<file path="config.mk">
export PLATFORM = sky130hd
export DESIGN_NAME = mux_bus_seq
export DESIGN_NICKNAME = d
export VERILOG_FILES = /design/src/rtl/bus_seq_pkg.sv /design/src/rtl/bus_seq_fsm.sv /design/src/rtl/bus_seq_admux.sv /design/src/rtl/bus_seq_ctrl.sv /design/src/rtl/mux_bus_seq.sv
export SDC_FILE = /design/constraint.sdc
export NUM_CORES = 1
export LEC_CHECK = 0
export ABC_AREA = 1
export BUFFER_PORTS_ARGS = -buffer_cell sky130_fd_sc_hd__buf_2
export CAP_MARGIN = 20
export CORE_UTILIZATION = 45
export CTS_BUF_LIST = sky130_fd_sc_hd__clkbuf_8
export DETAILED_ROUTE_END_ITERATION = 6
export PLACE_DENSITY = 0.84
export SLEW_MARGIN = 20
export SYNTH_ARGS = -nofsm -noshare
export SYNTH_HDL_FRONTEND = slang
export SYNTH_SLANG_ARGS = --single-unit
</file>
<file path="constraint.sdc">
create_clock -name clk -period 1.2 [get_ports clk]
set_input_delay 0.06 -clock clk [delete_from_list [all_inputs] [get_ports clk]]
set_output_delay 0.06 -clock clk [all_outputs]
set_load 0.02 [all_outputs]
</file>
<file path="src/rtl/bus_seq_pkg.sv">
package bus_seq_pkg;
  typedef enum logic [2:0] {
    ST_IDLE = 3'd0,
    ST_T1   = 3'd1,
    ST_T2   = 3'd2,
    ST_T3   = 3'd3,
    ST_TW   = 3'd4,
    ST_T4   = 3'd5,
    ST_HOLD = 3'd6
  } tstate_e;

  localparam int unsigned STAT_BITS = 4;

  function automatic logic in_cycle(input tstate_e s);
    return (s == ST_T1) || (s == ST_T2) || (s == ST_T3) ||
           (s == ST_TW) || (s == ST_T4);
  endfunction

  function automatic logic after_t1(input tstate_e s);
    return (s == ST_T2) || (s == ST_T3) || (s == ST_TW) || (s == ST_T4);
  endfunction

  function automatic logic strobe_phase(input tstate_e s);
    return (s == ST_T2) || (s == ST_T3) || (s == ST_TW);
  endfunction
endpackage

</file>
<file path="src/rtl/bus_seq_fsm.sv">
module bus_seq_fsm
  import bus_seq_pkg::*;
#(
  parameter int unsigned ADDR_W = 20,
  parameter int unsigned DATA_W = 16
) (
  input  logic              clk,
  input  logic              rst_n,
  input  logic              req_valid,
  output logic              req_ready,
  input  logic [ADDR_W-1:0] req_addr,
  input  logic [DATA_W-1:0] req_wdata,
  input  logic              req_mem,
  input  logic              req_write,
  input  logic              req_bhe_n,
  input  logic [1:0]        req_seg,
  input  logic              req_iflag,
  input  logic              ready,
  input  logic              hold,
  input  logic [DATA_W-1:0] ad_in,
  output tstate_e           state,
  output logic [ADDR_W-1:0] cur_addr,
  output logic [DATA_W-1:0] cur_wdata,
  output logic              cur_mem,
  output logic              cur_write,
  output logic              cur_bhe_n,
  output logic [1:0]        cur_seg,
  output logic              cur_iflag,
  output logic              rsp_valid,
  output logic [DATA_W-1:0] rsp_rdata,
  output logic              hlda
);
  tstate_e state_q, state_d;
  logic    accept;
  logic    boundary;

  assign boundary  = (state_q == ST_IDLE) || (state_q == ST_T4);
  assign req_ready = boundary && !hold;
  assign accept    = req_ready && req_valid;

  always_comb begin
    state_d = state_q;
    unique case (state_q)
      ST_IDLE, ST_T4: begin
        if (hold)           state_d = ST_HOLD;
        else if (req_valid) state_d = ST_T1;
        else                state_d = ST_IDLE;
      end
      ST_T1:   state_d = ST_T2;
      ST_T2:   state_d = ST_T3;
      ST_T3,
      ST_TW:   state_d = ready ? ST_T4 : ST_TW;
      ST_HOLD: state_d = hold ? ST_HOLD : ST_IDLE;
      default: state_d = ST_IDLE;
    endcase
  end

  always_ff @(posedge clk or negedge rst_n) begin
    if (!rst_n) state_q <= ST_IDLE;
    else        state_q <= state_d;
  end

  always_ff @(posedge clk or negedge rst_n) begin
    if (!rst_n) begin
      cur_addr  <= '0;
      cur_wdata <= '0;
      cur_mem   <= 1'b0;
      cur_write <= 1'b0;
      cur_bhe_n <= 1'b1;
      cur_seg   <= 2'b00;
      cur_iflag <= 1'b0;
    end else if (accept) begin
      cur_addr  <= req_addr;
      cur_wdata <= req_wdata;
      cur_mem   <= req_mem;
      cur_write <= req_write;
      cur_bhe_n <= req_bhe_n;
      cur_seg   <= req_seg;
      cur_iflag <= req_iflag;
    end
  end

  always_ff @(posedge clk or negedge rst_n) begin
    if (!rst_n) begin
      rsp_rdata <= '0;
    end else if (((state_q == ST_T3) || (state_q == ST_TW)) && ready) begin
      rsp_rdata <= ad_in;
    end
  end

  assign state     = state_q;
  assign rsp_valid = (state_q == ST_T4);
  assign hlda      = (state_q == ST_HOLD);

  assert_accept_t1_R1: assert property (@(posedge clk) disable iff (!rst_n)
    accept |=> (state_q == ST_T1));
  assert_t1_t2_t3_R1: assert property (@(posedge clk) disable iff (!rst_n)
    (state_q == ST_T1) |=> (state_q == ST_T2));
  assert_t2_t3_R1: assert property (@(posedge clk) disable iff (!rst_n)
    (state_q == ST_T2) |=> (state_q == ST_T3));
  assert_wait_insert_R6: assert property (@(posedge clk) disable iff (!rst_n)
    (((state_q == ST_T3) || (state_q == ST_TW)) && !ready) |=> (state_q == ST_TW));
  assert_done_pulse_R8: assert property (@(posedge clk) disable iff (!rst_n)
    rsp_valid |=> !rsp_valid);
  assert_no_accept_hold_R9: assert property (@(posedge clk) disable iff (!rst_n)
    hold |-> !req_ready);
endmodule

</file>
<file path="src/rtl/bus_seq_admux.sv">
module bus_seq_admux
  import bus_seq_pkg::*;
#(
  parameter int unsigned ADDR_W = 20,
  parameter int unsigned DATA_W = 16
) (
  input  tstate_e           state,
  input  logic [ADDR_W-1:0] cur_addr,
  input  logic [DATA_W-1:0] cur_wdata,
  input  logic              cur_write,
  input  logic              cur_bhe_n,
  input  logic [1:0]        cur_seg,
  input  logic              cur_iflag,
  output logic [DATA_W-1:0] ad_out,
  output logic              ad_oe,
  output logic [ADDR_W-DATA_W-1:0] ahs_out,
  output logic              ahs_oe,
  output logic              bhe_s7_n
);
  localparam int unsigned HI_W = ADDR_W - DATA_W;

  logic [HI_W-1:0] status_word;

  always_comb begin
    status_word = '0;
    status_word[STAT_BITS-1:0] = {1'b0, cur_iflag, cur_seg};
  end

  always_comb begin
    ad_out   = '0;
    ad_oe    = 1'b0;
    ahs_out  = '0;
    ahs_oe   = in_cycle(state);
    bhe_s7_n = 1'b1;
    if (state == ST_T1) begin
      ad_out   = cur_addr[DATA_W-1:0];
      ad_oe    = 1'b1;
      ahs_out  = cur_addr[ADDR_W-1:DATA_W];
      bhe_s7_n = cur_bhe_n;
    end else if (after_t1(state)) begin
      ad_out   = cur_wdata;
      ad_oe    = cur_write;
      ahs_out  = status_word;
      bhe_s7_n = 1'b1;
    end
  end
endmodule

</file>
<file path="src/rtl/bus_seq_ctrl.sv">
module bus_seq_ctrl
  import bus_seq_pkg::*;
(
  input  logic    clk,
  input  logic    rst_n,
  input  tstate_e state,
  input  logic    cur_mem,
  input  logic    cur_write,
  output logic    ale,
  output logic    rd_n,
  output logic    wr_n,
  output logic    m_io,
  output logic    dt_r,
  output logic    den_n,
  output logic    ctrl_oe
);
  logic strobe_on;
  logic active;

  assign strobe_on = strobe_phase(state);
  assign active    = in_cycle(state);

  assign ale     = (state == ST_T1);
  assign rd_n    = !(strobe_on && !cur_write);
  assign wr_n    = !(strobe_on && cur_write);
  assign den_n   = !strobe_on;
  assign m_io    = active ? cur_mem : 1'b0;
  assign dt_r    = active ? cur_write : 1'b0;
  assign ctrl_oe = (state != ST_HOLD);

  assert_strobe_excl_R5: assert property (@(posedge clk) disable iff (!rst_n)
    !(!rd_n && !wr_n));
  assert_ale_single_R2: assert property (@(posedge clk) disable iff (!rst_n)
    ale |=> !ale);
endmodule

</file>
<file path="src/rtl/mux_bus_seq.sv">
module mux_bus_seq
  import bus_seq_pkg::*;
#(
  parameter int unsigned ADDR_W = 20,
  parameter int unsigned DATA_W = 16
) (
  input  logic                     clk,
  input  logic                     rst_n,
  input  logic                     req_valid,
  output logic                     req_ready,
  input  logic [ADDR_W-1:0]        req_addr,
  input  logic [DATA_W-1:0]        req_wdata,
  input  logic                     req_mem,
  input  logic                     req_write,
  input  logic                     req_bhe_n,
  input  logic [1:0]               req_seg,
  input  logic                     req_iflag,
  output logic                     rsp_valid,
  output logic [DATA_W-1:0]        rsp_rdata,
  input  logic [DATA_W-1:0]        ad_in,
  output logic [DATA_W-1:0]        ad_out,
  output logic                     ad_oe,
  output logic [ADDR_W-DATA_W-1:0] ahs_out,
  output logic                     ahs_oe,
  output logic                     bhe_s7_n,
  output logic                     ale,
  output logic                     rd_n,
  output logic                     wr_n,
  output logic                     m_io,
  output logic                     dt_r,
  output logic                     den_n,
  output logic                     ctrl_oe,
  input  logic                     ready,
  input  logic                     hold,
  output logic                     hlda
);
  tstate_e           state;
  logic [ADDR_W-1:0] cur_addr;
  logic [DATA_W-1:0] cur_wdata;
  logic              cur_mem, cur_write, cur_bhe_n, cur_iflag;
  logic [1:0]        cur_seg;

  bus_seq_fsm #(.ADDR_W(ADDR_W), .DATA_W(DATA_W)) u_fsm (
    .clk(clk), .rst_n(rst_n),
    .req_valid(req_valid), .req_ready(req_ready),
    .req_addr(req_addr), .req_wdata(req_wdata), .req_mem(req_mem),
    .req_write(req_write), .req_bhe_n(req_bhe_n), .req_seg(req_seg),
    .req_iflag(req_iflag), .ready(ready), .hold(hold), .ad_in(ad_in),
    .state(state), .cur_addr(cur_addr), .cur_wdata(cur_wdata),
    .cur_mem(cur_mem), .cur_write(cur_write), .cur_bhe_n(cur_bhe_n),
    .cur_seg(cur_seg), .cur_iflag(cur_iflag),
    .rsp_valid(rsp_valid), .rsp_rdata(rsp_rdata), .hlda(hlda)
  );

  bus_seq_admux #(.ADDR_W(ADDR_W), .DATA_W(DATA_W)) u_admux (
    .state(state), .cur_addr(cur_addr), .cur_wdata(cur_wdata),
    .cur_write(cur_write), .cur_bhe_n(cur_bhe_n), .cur_seg(cur_seg),
    .cur_iflag(cur_iflag), .ad_out(ad_out), .ad_oe(ad_oe),
    .ahs_out(ahs_out), .ahs_oe(ahs_oe), .bhe_s7_n(bhe_s7_n)
  );

  bus_seq_ctrl u_ctrl (
    .clk(clk), .rst_n(rst_n), .state(state),
    .cur_mem(cur_mem), .cur_write(cur_write),
    .ale(ale), .rd_n(rd_n), .wr_n(wr_n), .m_io(m_io), .dt_r(dt_r),
    .den_n(den_n), .ctrl_oe(ctrl_oe)
  );

  assert_float_in_hold_R9: assert property (@(posedge clk) disable iff (!rst_n)
    hlda |-> (!ad_oe && !ahs_oe && !ctrl_oe));
  assert_ale_drives_addr_R2: assert property (@(posedge clk) disable iff (!rst_n)
    ale |-> (ad_oe && ahs_oe && rd_n && wr_n));
endmodule

</file>
==> impl_summary.txt <==
----------------------------------------------------
[Setup path]
  Crit-path cells ... inv_2, nand2_1, nor2_4, buf_6, nand2_1, nand2_2, buf_6
  CP Launch Point ... u_fsm.state[1]
  Highest fanout seen on the critical path ... 8
  Arrival time of the worst setup path ... 1.73 ns
  Worst reg2reg path startpoint ... u_fsm.state[0]
  Cell family with the largest share of critical-path delay ... simple AND/OR/NAND/NOR gates
  Worst path required time ... 1.14 ns
  Longest individual stage delay on the worst path ... 0.48 ns
  Master of the slowest instance on the critical path ... sky130_fd_sc_hd__dfrtp_2
  CP endpoint kind ... primary output
  Critical Path Start Type ... flop
  Worst path bufs/invs ... 3
  Critical path start-end classification ... reg2out

[Floorplanning]
  Placeable core region ... 5990 um^2
  X dimension of the die ... 81.2 um
  Die Y-Extent ... 81.2 um
  Area of the die ... 6590 um^2
  Effective utilization at floorplan ... 47.1%
  # IOs ... 112
  Standard-cell rows ... 28

[Synth]
  Top post-synthesis cells by count ... 170 x sky130_fd_sc_hd__nand2_1, 60 x sky130_fd_sc_hd__dfrtp_1, 46 x sky130_fd_sc_hd__nand3_1, 29 x sky130_fd_sc_hd__inv_1, 10 x sky130_fd_sc_hd__o21ai_1
  Count of flip-flops with a built-in enable after synthesis ... 0
  Post-synthesis average cell area ... 7.90 um^2
  Register bit total from synthesis ... 61
  Post-Syn Instances ... 357
  Synth cell types ... 19
  Sequential element share of the synthesized area ... 54.1%
  Top post-synthesis cells by area ... sky130_fd_sc_hd__dfrtp_1 53%, sky130_fd_sc_hd__nand2_1 23%, sky130_fd_sc_hd__nand3_1 8.2%
  Post-Synthesis Net Count ... 420
  Cell area after technology mapping ... 2820 um^2
  Fraction of registers with async set/reset ... 100%
  Yosys synthesis warning count ... 0
  Area fraction of the dominant cell type after synthesis ... 53.2%
  Flip-flop cell with the highest count after synthesis ... sky130_fd_sc_hd__dfrtp_1
  Dominant cell type by area after synthesis ... sky130_fd_sc_hd__dfrtp_1
  Most common cell in the synthesized netlist ... sky130_fd_sc_hd__nand2_1

[Finish]
  Final Instance Area ... 5080 um^2
  Final net count ... 621
  Synth-to-layout area growth ... 80.1%
  Share of cells above drive strength 1 ... 41.8%
  Number of diodes ... 0
  Count of placed standard cells in the final layout, fillers left out ... 635

[Clock tree]
  Clock latency on the worst-skew pair ... 0.33 ns
  CTS tree ... built
  CTS H-tree depth ... 3
  Number of clock sinks ... 61
  CTS root buf ... sky130_fd_sc_hd__clkbuf_8
  Clock transition time at the flip-flop clock pins of the worst setup and hold paths ... 0.06 ns
  Num CTS Buffers ... 9
  Maximum clock insertion buffer count ... 2

[Global route]
  Number of antenna violations at the first check in global routing ... 0
  Wire length of the first global-routing pass ... 14,800 um
  Pin count of the biggest net entering global routing ... 62
  Via count of the first global-routing pass ... 3,139
  Global router's overall resource usage ... 30.9%
  Overflow left after global routing ... 0

[Drt]
  DRC violation count after routing ... 0
  1st-pass router iterations ... 4
  Routed wire length per instance ... 16.8 um
  Initial DRC count ... 192
  Vias per std cell ... 5.08
  Vias ... 3,225
  Routed Antenna Nets ... 0
  Total length of routed wires ... 10,700 um

[STA]
  Period minus WS final ... 1.79 ns
  # setup viols final ... 94
  Worst Tran Pin Value ... 0.324 ns
  Hold violation count in the final report ... 0
  Setup WS post-layout ... -0.589 ns
  Worst slew margin relative to its limit ... 78.4%
  Final slew viol count ... 0
  Setup repair after global routing missed its margin ... true
  Worst-case clock skew ... 0.00912 ns
  Part of the cycle the worst path needs ... 149%
  Achievable Freq ... 559 MHz

[Place]
  Estimated wirelength of the detail-placed design ... 4730 um
  IO Port Bufs ... 111
  Placement-stage cell area ... 3680 um^2
  Cell total after placement ... 548
  Gpl congestion ... 0.851

[Flow run]
  Maximum capacitance violations ... 0

[Status]
  Result of the run ... complete, but fails checks
  Failing checks ... negative setup slack

[Pwr]
  Worst VDD drop ... 1760 uV
  Leakage ... 2.74 nW
  Power, Total ... 14.6 mW
  Total power density per cell area ... 2880 nW/um^2

[Worst hold path]
  Worst min-delay path startpoint ... req_mem
  Min-delay worst type ... in2reg

----------------------------------------------------
## routing by layer
metal | part of all wire, % | routed length (um) | track usage (%) | vias up
met2 | 55 | 5850 | 57.0 | 154
met5 | 0 | 0 | 0 | -
met1 | 37 | 3990 | 34.2 | 1530
li1 | - | - | - | 1513
met4 | 2.6 | 282 | 13.6 | 0
met3 | 5.4 | 576 | 6.18 | 28
## cell families (layout without fill, tap and decap cells)
family	Yosys count	in the layout	synth area share, %
AOI/OAI and AO/OA	20	20	3.64
buffers and inverters	47	250	8.38
DFF	61	61	54.1
and+or+nand+nor	229	229	33.8
## worst register-to-register path: stages, from the launching register on
cell and delay [ns]:
sky130_fd_sc_hd__dfrtp_2 0.50, sky130_fd_sc_hd__o21ai_4 0.22, sky130_fd_sc_hd__buf_4 0.14, sky130_fd_sc_hd__buf_4 0.11
sky130_fd_sc_hd__nand3_4 0.17, sky130_fd_sc_hd__buf_16 0.22, sky130_fd_sc_hd__nand2_2 0.06, sky130_fd_sc_hd__o21ai_1 0.07
## final timing paths
kind / endpoint / slack, ns / cells after the start
hold reg to reg: u_fsm.cur_bhe_n / 0.47 / 2
min in group asynchronous: u_fsm.rsp_rdata[12] / 0.27 / 3
setup reg to reg: u_fsm.rsp_rdata[5] / -0.40 / 7
max in group asynchronous: u_fsm.cur_bhe_n / 0.64 / 3
hold / removal: u_fsm.cur_mem / 0.02 / 3
setup / recovery: ad_out[14] / -0.59 / 7
## through the flow
stage          setup TNS (ns)  setup WS (ns)  hold slack [ns]  util (%)
4_1_cts                -20.44         -0.450          0.00970      79.0
3_5_place_dp            -6.96         -0.119           0.0888      61.4
6_report               -31.51         -0.589           0.0161      84.8
2_1_floorplan           -1.21        -0.0423           -0.236         -
5_1_grt                -36.78         -0.641           0.0169      84.8
3_3_place_gp            -4.84        -0.0864           0.0897      61.4
## area by class of cell
type | instances | area, um^2
fillers | 314 | 910
multi-input cells | 249 | 1280
well taps | 75 | 93.8
repair buffers | 208 | 1870
clock inverters | 2 | 35.0
flip-flops and latches | 61 | 1530
clock buffers | 11 | 151
inverters | 29 | 111
## registers in the layout (all words and copies together), names as in the netlist
| name | flops |
|---|---|
| u_fsm.cur_addr | 20 |
| u_fsm.cur_wdata | 16 |
| u_fsm.rsp_rdata | 16 |
| u_fsm.state | 3 |
| u_fsm.cur_seg | 2 |
| u_fsm.cur_bhe_n | 1 |
| u_fsm.cur_iflag | 1 |
| u_fsm.cur_mem | 1 |
| u_fsm.cur_write | 1 |
## cells in the final DEF, fill, tap and decap left out, types with 11 or more instances in the layout
cell / n
sky130_fd_sc_hd__buf_2: 78
sky130_fd_sc_hd__buf_4: 19
sky130_fd_sc_hd__buf_6: 39
sky130_fd_sc_hd__clkbuf_8: 11
sky130_fd_sc_hd__dfrtp_1: 57
sky130_fd_sc_hd__dlygate4sd3_1: 58
sky130_fd_sc_hd__inv_1: 22
sky130_fd_sc_hd__nand2_1: 127
sky130_fd_sc_hd__nand2_2: 41
sky130_fd_sc_hd__nand3_1: 44
sky130_fd_sc_hd__o21ai_1: 16
## power by group
part,switching (mW),internal [mW]
registers,0.766,3.02
logic,4.78,4.26
clock network,0.771,1.04
## what timing repair did
item                       4_1_cts  5_1_grt
setup buffers                    5        8
pin swaps                        1        7
hold endpoints to repair       117        0
hold buffers                    58        0
gates resized for setup         57       85
gates cloned                     4        2
setup endpoints to repair       93       94
Power figures use the tool's default switching activity.
